## src/rtl/dcr_pkg.sv

```systemverilog
package dcr_pkg;

  localparam int unsigned CODE_W = 12;

  localparam logic [CODE_W-1:0] CODE_MUXED = 12'h100;
  localparam logic [CODE_W-1:0] CODE_PLAIN = 12'h140;
  localparam logic [CODE_W-1:0] CODE_B7_A  = 12'h178;
  localparam logic [CODE_W-1:0] CODE_B7_B  = 12'h182;
  localparam logic [CODE_W-1:0] CODE_BLANK = 12'h190;

  typedef enum logic [2:0] {
    VAR_MUXED = 3'd0,
    VAR_PLAIN = 3'd1,
    VAR_BIT7  = 3'd2,
    VAR_BLANK = 3'd3,
    VAR_OTHER = 3'd4
  } variant_e;

  typedef struct packed {
    variant_e kind;
    logic     wp_high;
  } variant_t;

endpackage

```

## src/rtl/dcr_sync.sv

```systemverilog
module dcr_sync #(
  parameter int unsigned WIDTH  = 2,
  parameter int unsigned STAGES = 2
) (
  input  logic             clk,
  input  logic             rst,
  input  logic [WIDTH-1:0] async_in,
  output logic [WIDTH-1:0] sync_out
);

  logic [WIDTH-1:0] stage_q [STAGES];

  for (genvar s = 0; s < STAGES; s++) begin : g_stage
    if (s == 0) begin : g_first
      always_ff @(posedge clk) begin
        if (rst) stage_q[s] <= '0;
        else     stage_q[s] <= async_in;
      end
    end else begin : g_next
      always_ff @(posedge clk) begin
        if (rst) stage_q[s] <= '0;
        else     stage_q[s] <= stage_q[s-1];
      end
    end
  end

  assign sync_out = stage_q[STAGES-1];

endmodule

```

## src/rtl/dcr_variant_decode.sv

```systemverilog
module dcr_variant_decode
  import dcr_pkg::*;
#(
  parameter int unsigned STRAP_W = 32,
  parameter int unsigned CODE_LSB = 16
) (
  input  logic [STRAP_W-1:0] board_strap,
  output variant_t           variant
);

  logic [CODE_W-1:0] code;
  assign code = board_strap[CODE_LSB +: CODE_W];

  always_comb begin
    variant.wp_high = 1'b0;
    unique case (code)
      CODE_MUXED: begin
        variant.kind    = VAR_MUXED;
        variant.wp_high = 1'b1;
      end
      CODE_PLAIN: begin
        variant.kind    = VAR_PLAIN;
        variant.wp_high = 1'b1;
      end
      CODE_B7_A, CODE_B7_B: variant.kind = VAR_BIT7;
      CODE_BLANK:           variant.kind = VAR_BLANK;
      default:              variant.kind = VAR_OTHER;
    endcase
  end

endmodule

```

## src/rtl/dcr_disp_reg.sv

```systemverilog
module dcr_disp_reg
  import dcr_pkg::*;
#(
  parameter int unsigned DATA_W    = 32,
  parameter int unsigned SEL_W     = 2,
  parameter int unsigned RO_LSB    = 8,
  parameter int unsigned RO_MSB    = 13,
  parameter int unsigned ONE_BIT   = 7,
  parameter int unsigned ID_LSB    = 8,
  parameter int unsigned ID_W      = 5,
  parameter logic [ID_W-1:0] ID_VAL = 5'h1F
) (
  input  logic              clk,
  input  logic              rst,
  input  variant_t          variant,
  input  logic              wr_en,
  input  logic [DATA_W-1:0] wdata,
  output logic [DATA_W-1:0] disp_q,
  output logic [SEL_W-1:0]  fmt_sel
);

  localparam logic [DATA_W-1:0] ONES    = {DATA_W{1'b1}};
  localparam logic [DATA_W-1:0] RO_MASK = (ONES << RO_LSB) & ~(ONES << (RO_MSB + 1));
  localparam logic [DATA_W-1:0] B_MASK  = {{(DATA_W-1){1'b0}}, 1'b1} << ONE_BIT;
  localparam logic [DATA_W-1:0] RST_VAL = {{(DATA_W-ID_W){1'b0}}, ID_VAL} << ID_LSB;

  logic [DATA_W-1:0] disp_d;

  always_comb begin
    disp_d = disp_q;
    if (wr_en) begin
      case (variant.kind)
        VAR_MUXED, VAR_PLAIN: disp_d = (disp_q & RO_MASK) | (wdata & ~RO_MASK);
        VAR_BIT7:             disp_d = (disp_q & ~B_MASK) | (wdata & B_MASK);
        VAR_BLANK:            disp_d = '0;
        default:              disp_d = disp_q;
      endcase
    end
  end

  always_ff @(posedge clk) begin
    if (rst) begin
      disp_q  <= (variant.kind == VAR_BLANK) ? '0 : RST_VAL;
      fmt_sel <= '0;
    end else begin
      disp_q <= disp_d;
      if (wr_en && variant.kind == VAR_MUXED) fmt_sel <= wdata[SEL_W-1:0];
    end
  end

  AST_RO_FIELD_HELD: assert property (@(posedge clk) disable iff (rst)
    (wr_en && (variant.kind == VAR_MUXED || variant.kind == VAR_PLAIN))
      |=> ((disp_q & RO_MASK) == $past(disp_q & RO_MASK)));
  AST_SEL_FOLLOWS: assert property (@(posedge clk) disable iff (rst)
    (wr_en && variant.kind == VAR_MUXED) |=> (fmt_sel == $past(wdata[SEL_W-1:0])));
  AST_SEL_IDLE: assert property (@(posedge clk) disable iff (rst)
    (variant.kind != VAR_MUXED) |-> (fmt_sel == '0));
  AST_ONE_BIT_ONLY: assert property (@(posedge clk) disable iff (rst)
    (wr_en && variant.kind == VAR_BIT7) |=> ((disp_q & ~B_MASK) == $past(disp_q & ~B_MASK)));
  AST_BLANK_ZERO: assert property (@(posedge clk) disable iff (rst)
    (variant.kind == VAR_BLANK) |-> (disp_q == '0));
  AST_OTHER_HOLD: assert property (@(posedge clk) disable iff (rst)
    (variant.kind == VAR_OTHER) |=> $stable(disp_q));

endmodule

```

## src/rtl/dcr_card_status.sv

```systemverilog
module dcr_card_status
  import dcr_pkg::*;
#(
  parameter int unsigned DATA_W  = 32,
  parameter int unsigned CD_BIT  = 0,
  parameter int unsigned WP_HIGH = 2,
  parameter int unsigned WP_LOW  = 1
) (
  input  variant_t          variant,
  input  logic              card_present,
  input  logic              wprot,
  output logic [DATA_W-1:0] status
);

  always_comb begin
    status         = '0;
    status[CD_BIT] = card_present;
    if (variant.wp_high) status[WP_HIGH] = wprot;
    else                 status[WP_LOW]  = wprot;
  end

endmodule

```

## src/rtl/disp_ctrl_regs.sv

```systemverilog
module disp_ctrl_regs
  import dcr_pkg::*;
#(
  parameter int unsigned ADDR_W     = 12,
  parameter int unsigned DATA_W     = 32,
  parameter int unsigned SEL_W      = 2,
  parameter int unsigned SYNC_DEPTH = 2,
  parameter logic [ADDR_W-1:0] DISP_OFS = 12'h050,
  parameter logic [ADDR_W-1:0] CARD_OFS = 12'h048
) (
  input  logic              clk,
  input  logic              rst,
  input  logic              bus_sel,
  input  logic              bus_wr,
  input  logic [ADDR_W-1:0] bus_addr,
  input  logic [DATA_W-1:0] bus_wdata,
  output logic [DATA_W-1:0] bus_rdata,
  output logic              bus_rvalid,
  input  logic [31:0]       board_strap,
  input  logic              card_present_pin,
  input  logic              wprot_pin,
  output logic [SEL_W-1:0]  fmt_sel
);

  localparam int unsigned PIN_N = 2;
  localparam int unsigned CD_BIT  = 0;
  localparam int unsigned WP_HIGH = 2;
  localparam int unsigned WP_LOW  = 1;
  localparam logic [DATA_W-1:0] CARD_MASK =
    ({{(DATA_W-1){1'b0}}, 1'b1} << CD_BIT) |
    ({{(DATA_W-1){1'b0}}, 1'b1} << WP_HIGH) |
    ({{(DATA_W-1){1'b0}}, 1'b1} << WP_LOW);

  variant_t          variant;
  logic [PIN_N-1:0]  pins_sync;
  logic [DATA_W-1:0] disp_q;
  logic [DATA_W-1:0] card_word;
  logic [DATA_W-1:0] rd_next;
  logic              disp_wr;
  logic              rd_req;

  dcr_variant_decode #(.STRAP_W(32), .CODE_LSB(16)) u_decode (
    .board_strap(board_strap),
    .variant    (variant)
  );

  dcr_sync #(.WIDTH(PIN_N), .STAGES(SYNC_DEPTH)) u_sync (
    .clk     (clk),
    .rst     (rst),
    .async_in({wprot_pin, card_present_pin}),
    .sync_out(pins_sync)
  );

  assign disp_wr = bus_sel && bus_wr && (bus_addr == DISP_OFS);
  assign rd_req  = bus_sel && !bus_wr;

  dcr_disp_reg #(.DATA_W(DATA_W), .SEL_W(SEL_W)) u_disp (
    .clk    (clk),
    .rst    (rst),
    .variant(variant),
    .wr_en  (disp_wr),
    .wdata  (bus_wdata),
    .disp_q (disp_q),
    .fmt_sel(fmt_sel)
  );

  dcr_card_status #(.DATA_W(DATA_W), .CD_BIT(CD_BIT), .WP_HIGH(WP_HIGH), .WP_LOW(WP_LOW)) u_card (
    .variant     (variant),
    .card_present(pins_sync[0]),
    .wprot       (pins_sync[1]),
    .status      (card_word)
  );

  always_comb begin
    rd_next = '0;
    if (bus_addr == DISP_OFS)      rd_next = (variant.kind == VAR_BLANK) ? '0 : disp_q;
    else if (bus_addr == CARD_OFS) rd_next = card_word;
  end

  always_ff @(posedge clk) begin
    if (rst) begin
      bus_rdata  <= '0;
      bus_rvalid <= 1'b0;
    end else begin
      bus_rvalid <= rd_req;
      if (rd_req) bus_rdata <= rd_next;
    end
  end

  AST_RVALID_AFTER_READ: assert property (@(posedge clk) disable iff (rst)
    bus_rvalid |-> $past(bus_sel && !bus_wr));
  AST_CARD_SPARE_ZERO: assert property (@(posedge clk) disable iff (rst)
    (bus_rvalid && $past(bus_addr) == CARD_OFS) |-> ((bus_rdata & ~CARD_MASK) == '0));

endmodule

```

## config.mk

```make
export PLATFORM = sky130hd
export DESIGN_NAME = disp_ctrl_regs
export DESIGN_NICKNAME = d
export VERILOG_FILES = /design/src/rtl/dcr_pkg.sv /design/src/rtl/dcr_sync.sv /design/src/rtl/dcr_variant_decode.sv /design/src/rtl/dcr_disp_reg.sv /design/src/rtl/dcr_card_status.sv /design/src/rtl/disp_ctrl_regs.sv
export SDC_FILE = /design/constraint.sdc
export NUM_CORES = 1
export LEC_CHECK = 0
export BUFFER_PORTS_ARGS = -buffer_cell sky130_fd_sc_hd__buf_2
export CORE_MARGIN = 2
export CORE_UTILIZATION = 40
export CTS_BUF_LIST = sky130_fd_sc_hd__clkbuf_8
export DETAILED_ROUTE_END_ITERATION = 7
export PLACE_DENSITY_LB_ADDON = 0.08
export RECOVER_POWER = 100
export SYNTH_ARGS = -nofsm -noshare
export SYNTH_HDL_FRONTEND = slang
export SYNTH_SLANG_ARGS = --single-unit
```

## constraint.sdc

```tcl
create_clock -name clk -period 3.9 [get_ports clk]
set_clock_uncertainty 0.1 [all_clocks]
set_input_delay 0.78 -clock clk [delete_from_list [all_inputs] [get_ports clk]]
set_output_delay 0.78 -clock clk [all_outputs]
set_load 0.02 [all_outputs]
```

==> impl_metrics.yaml <==
layout:
  area_delta_synth_final_pct: 23.9
  final_nets: 380
  antenna_cells: 0
  num-fill-cells: 653
  drive_gt1_share_pct: 34.7
  final_area_mm2: 0.00350
synth:
  synth_top_area_cell: "edfxtp_1"
  synth_area_per_cell_um2: 13.9
  synth_fp_nets: 286
  synth_seq_cells: 71
  seq_area_frac_synth_pct: 61.6
  synthTopCellsByArea: "edfxtp_1 34%, dfxtp_1 28%, a22o_2 9.2%, a22o_1 8.4%, a21o_1 1.9%"
  synthDistinctLibCells: 41
  synthCells: 204
  synth_warnings: 0
  synthesis.area_mm2: 0.00283
  yosysTopAreaCellShare_pct: 34.0
clock_network:
  cts_buffers: 9
  holdBufCountCts: 0
  post_cts_buffers: 0
  cts_root_buf: "clkbuf_8"
  clock_latency_ns: 0.34
  cts.clk_slew.worst_paths_ns: 0.07
  clock_sinks: 71
  htreeDepth: 3
  clk_path_buf_depth: 2
  cts_tree: "done"
  cts_resized: 0
worst_setup_path:
  required_ns: 4.03
  reg2reg_slack_ns: 2.74
  cp-end-kind: "register"
  worstPathArrival_ns: 3.20
  r2r_cells: 4
  cp-start-kind: "input port"
  r2r-start: "u_sync.stage_q[1][1]"
  timing.rr.end: "bus_rdata[1]"
  critPathMaxFanout: 28
  worst-setup-path-type: "in -> reg"
power:
  powerDensity_mw_per_mm2: 445
  peakVddDrop_uv: 175
  leakage_nw: 1.37
drt:
  drcViolationCount: 0
  num_vias: 2072
  wl_um: 6140
  wl_per_cell_um: 15.4
  avgViaCountPerCell: 5.19
  drt-initial-drc-count: 91
  final_antenna_net_count: 0
  dr.pass1.iters: 4
sta:
  relSlewSlack_pct: 7.40
  setup_violations: 0
  fin_crit_sh_pct: 78.6
  slew_viol_final: 0
  finalHoldViolations: 0
  min_period_ns: 3.07
  rsz0062_at_grt: "no"
  tightest_slew_ns: 1.39
  fin_setup_tns_ns: 0
  max_freq_mhz: 326
die:
  core_area_mm2: 0.00683
  dieArea_mm2: 0.00775
  start_util_pct: 41.4
  ios: 117
  rows: 30
  die_w_um: 88.1
  die_y_um: 88.1
worst_hold_path:
  holdPathStages: 1
  hp-class: "reg -> reg"
  hold_end: "u_sync.stage_q[1][1]"
  min_from: "u_sync.stage_q[0][1]"
global_routing:
  grtUsageTotal_pct: 16.9
  grt_pass1_vias: 2010
  grt-ovfl-total: 0
  grt_max_degree: 31
  grt_pass1_wl_um: 9940
  antenna_found_initial: 0
place:
  postPlaceCellArea_mm2: 0.00336
  place_congestion: 0.699
  io_buffers: 90
  dp_hpwl_um: 4210
status:
  status: "completed"
run:
  drv_cap: 0
[Yosys cell counts (all sizes together)]
master and count:
and3b 3, and2b 1, o21bai 2, a211oi 1, a32o 1, nor3 3
nor4 2, and4b 1, nand4b 1, o21ba 1, dlygate4sd1 1, edfxtp 32
a21oi 1, dlygate4sd3 1, and4 3, a22o 53, clkbuf 4, nor2 8
dlymetal6s2s 1, nor2b 6, nand2 2, o21ai 1, nand4 6, nand2b 5
a2bb2oi 1, or2b 1, buf 5, a21bo 1, and2 1, a21o 7
a31oi 2, mux2i 2, dfxtp 39, nor4b 5
[worst max-delay path by stage]
stage,from,cells after the start,to,slack (ns)
6_report,board_strap[25],6,bus_rdata[19],0.83
4_1_cts,board_strap[25],7,u_disp.disp_q[2],1.11
5_1_grt,board_strap[25],6,bus_rdata[16],0.65
3_5_place_dp,board_strap[25],7,u_disp.disp_q[4],0.75
3_3_place_gp,board_strap[25],7,u_disp.disp_q[30],0.74
2_1_floorplan,board_strap[25],5,u_disp.disp_q[0],0.29
[cell families after synthesis]
family,synth area share (%)
compound gates,22.5
buf+inv,2.97
flops,61.6
mux,0.708
simple gates,12.2
[final cells by class]
type | count | area (µm²) | share of cell area [%]
Clock buffer | 9 | 124 | 3.54
Timing Repair Buffer | 95 | 435 | 12.4
Clock inverter | 7 | 96.3 | 2.75
Tap cell | 96 | 120 | 3.43
Multi-Input combinational cell | 121 | 985 | 28.1
Sequential cell | 71 | 1740 | 49.7
[placed cells by master (no fill, tap or decap), types with 2 or more instances in the layout]
cell type   instances
and4_1              2
a22o_1             27
a21o_1              7
mux2i_1             2
buf_4               3
and3b_1             3
clkinvlp_4          2
clkbuf_8            9
buf_2              54
bufinv_16           2
nand2b_1            5
dfxtp_1            39
nor3_1              3
edfxtp_1           32
nor2b_1             6
o21bai_1            2
nand2_1             2
nand4_1             5
nor2_1              7
a22o_2             26
a31oi_1             2
nor4b_1             4
clkbuf_1           38
[critical path, stage by stage]
cell and delay (ns):
buf_2 0.09, nor4b_1 0.66, nand4_1 0.39, nor4b_1 0.26
clkbuf_1 0.57, a22o_2 0.42
[state kept, by name, indices dropped and copies added (netlist names)]
name / count
bus_rvalid: 1
u_disp.disp_q: 32
u_sync.stage_q: 4
u_disp.fmt_sel: 2
bus_rdata: 32
[routing by layer]
layer | part of all wire [%] | vias to the layer above | global-route usage [%]
met3 | 6.3 | 4 | 3.68
met2 | 47 | 72 | 27.0
met5 | 0 | - | 0
li1 | - | 1002 | -
met1 | 46 | 994 | 22.3
met4 | 0.94 | 0 | 7.44
[power breakdown]
group	internal (mW)	total (mW)	switching (mW)
logic	0.0485	0.0995	0.0511
registers	0.803	0.814	0.0110
clock network	0.361	0.645	0.284
total	1.21	1.56	0.346
[through the flow]
step	instances	hold WS, ns	util (%)	setup WS (ns)	power (mW)
global route	399	0.372	51.3	0.649	1.62
floorplan	204	0.314	-	0.293	0.884
detailed placement	383	0.329	49.2	0.747	0.934
global placement	383	0.319	49.2	0.741	0.932
finish	399	0.342	51.3	0.834	1.56
CTS	399	0.347	52.4	1.11	1.58
Power figures use the tool's default switching activity.
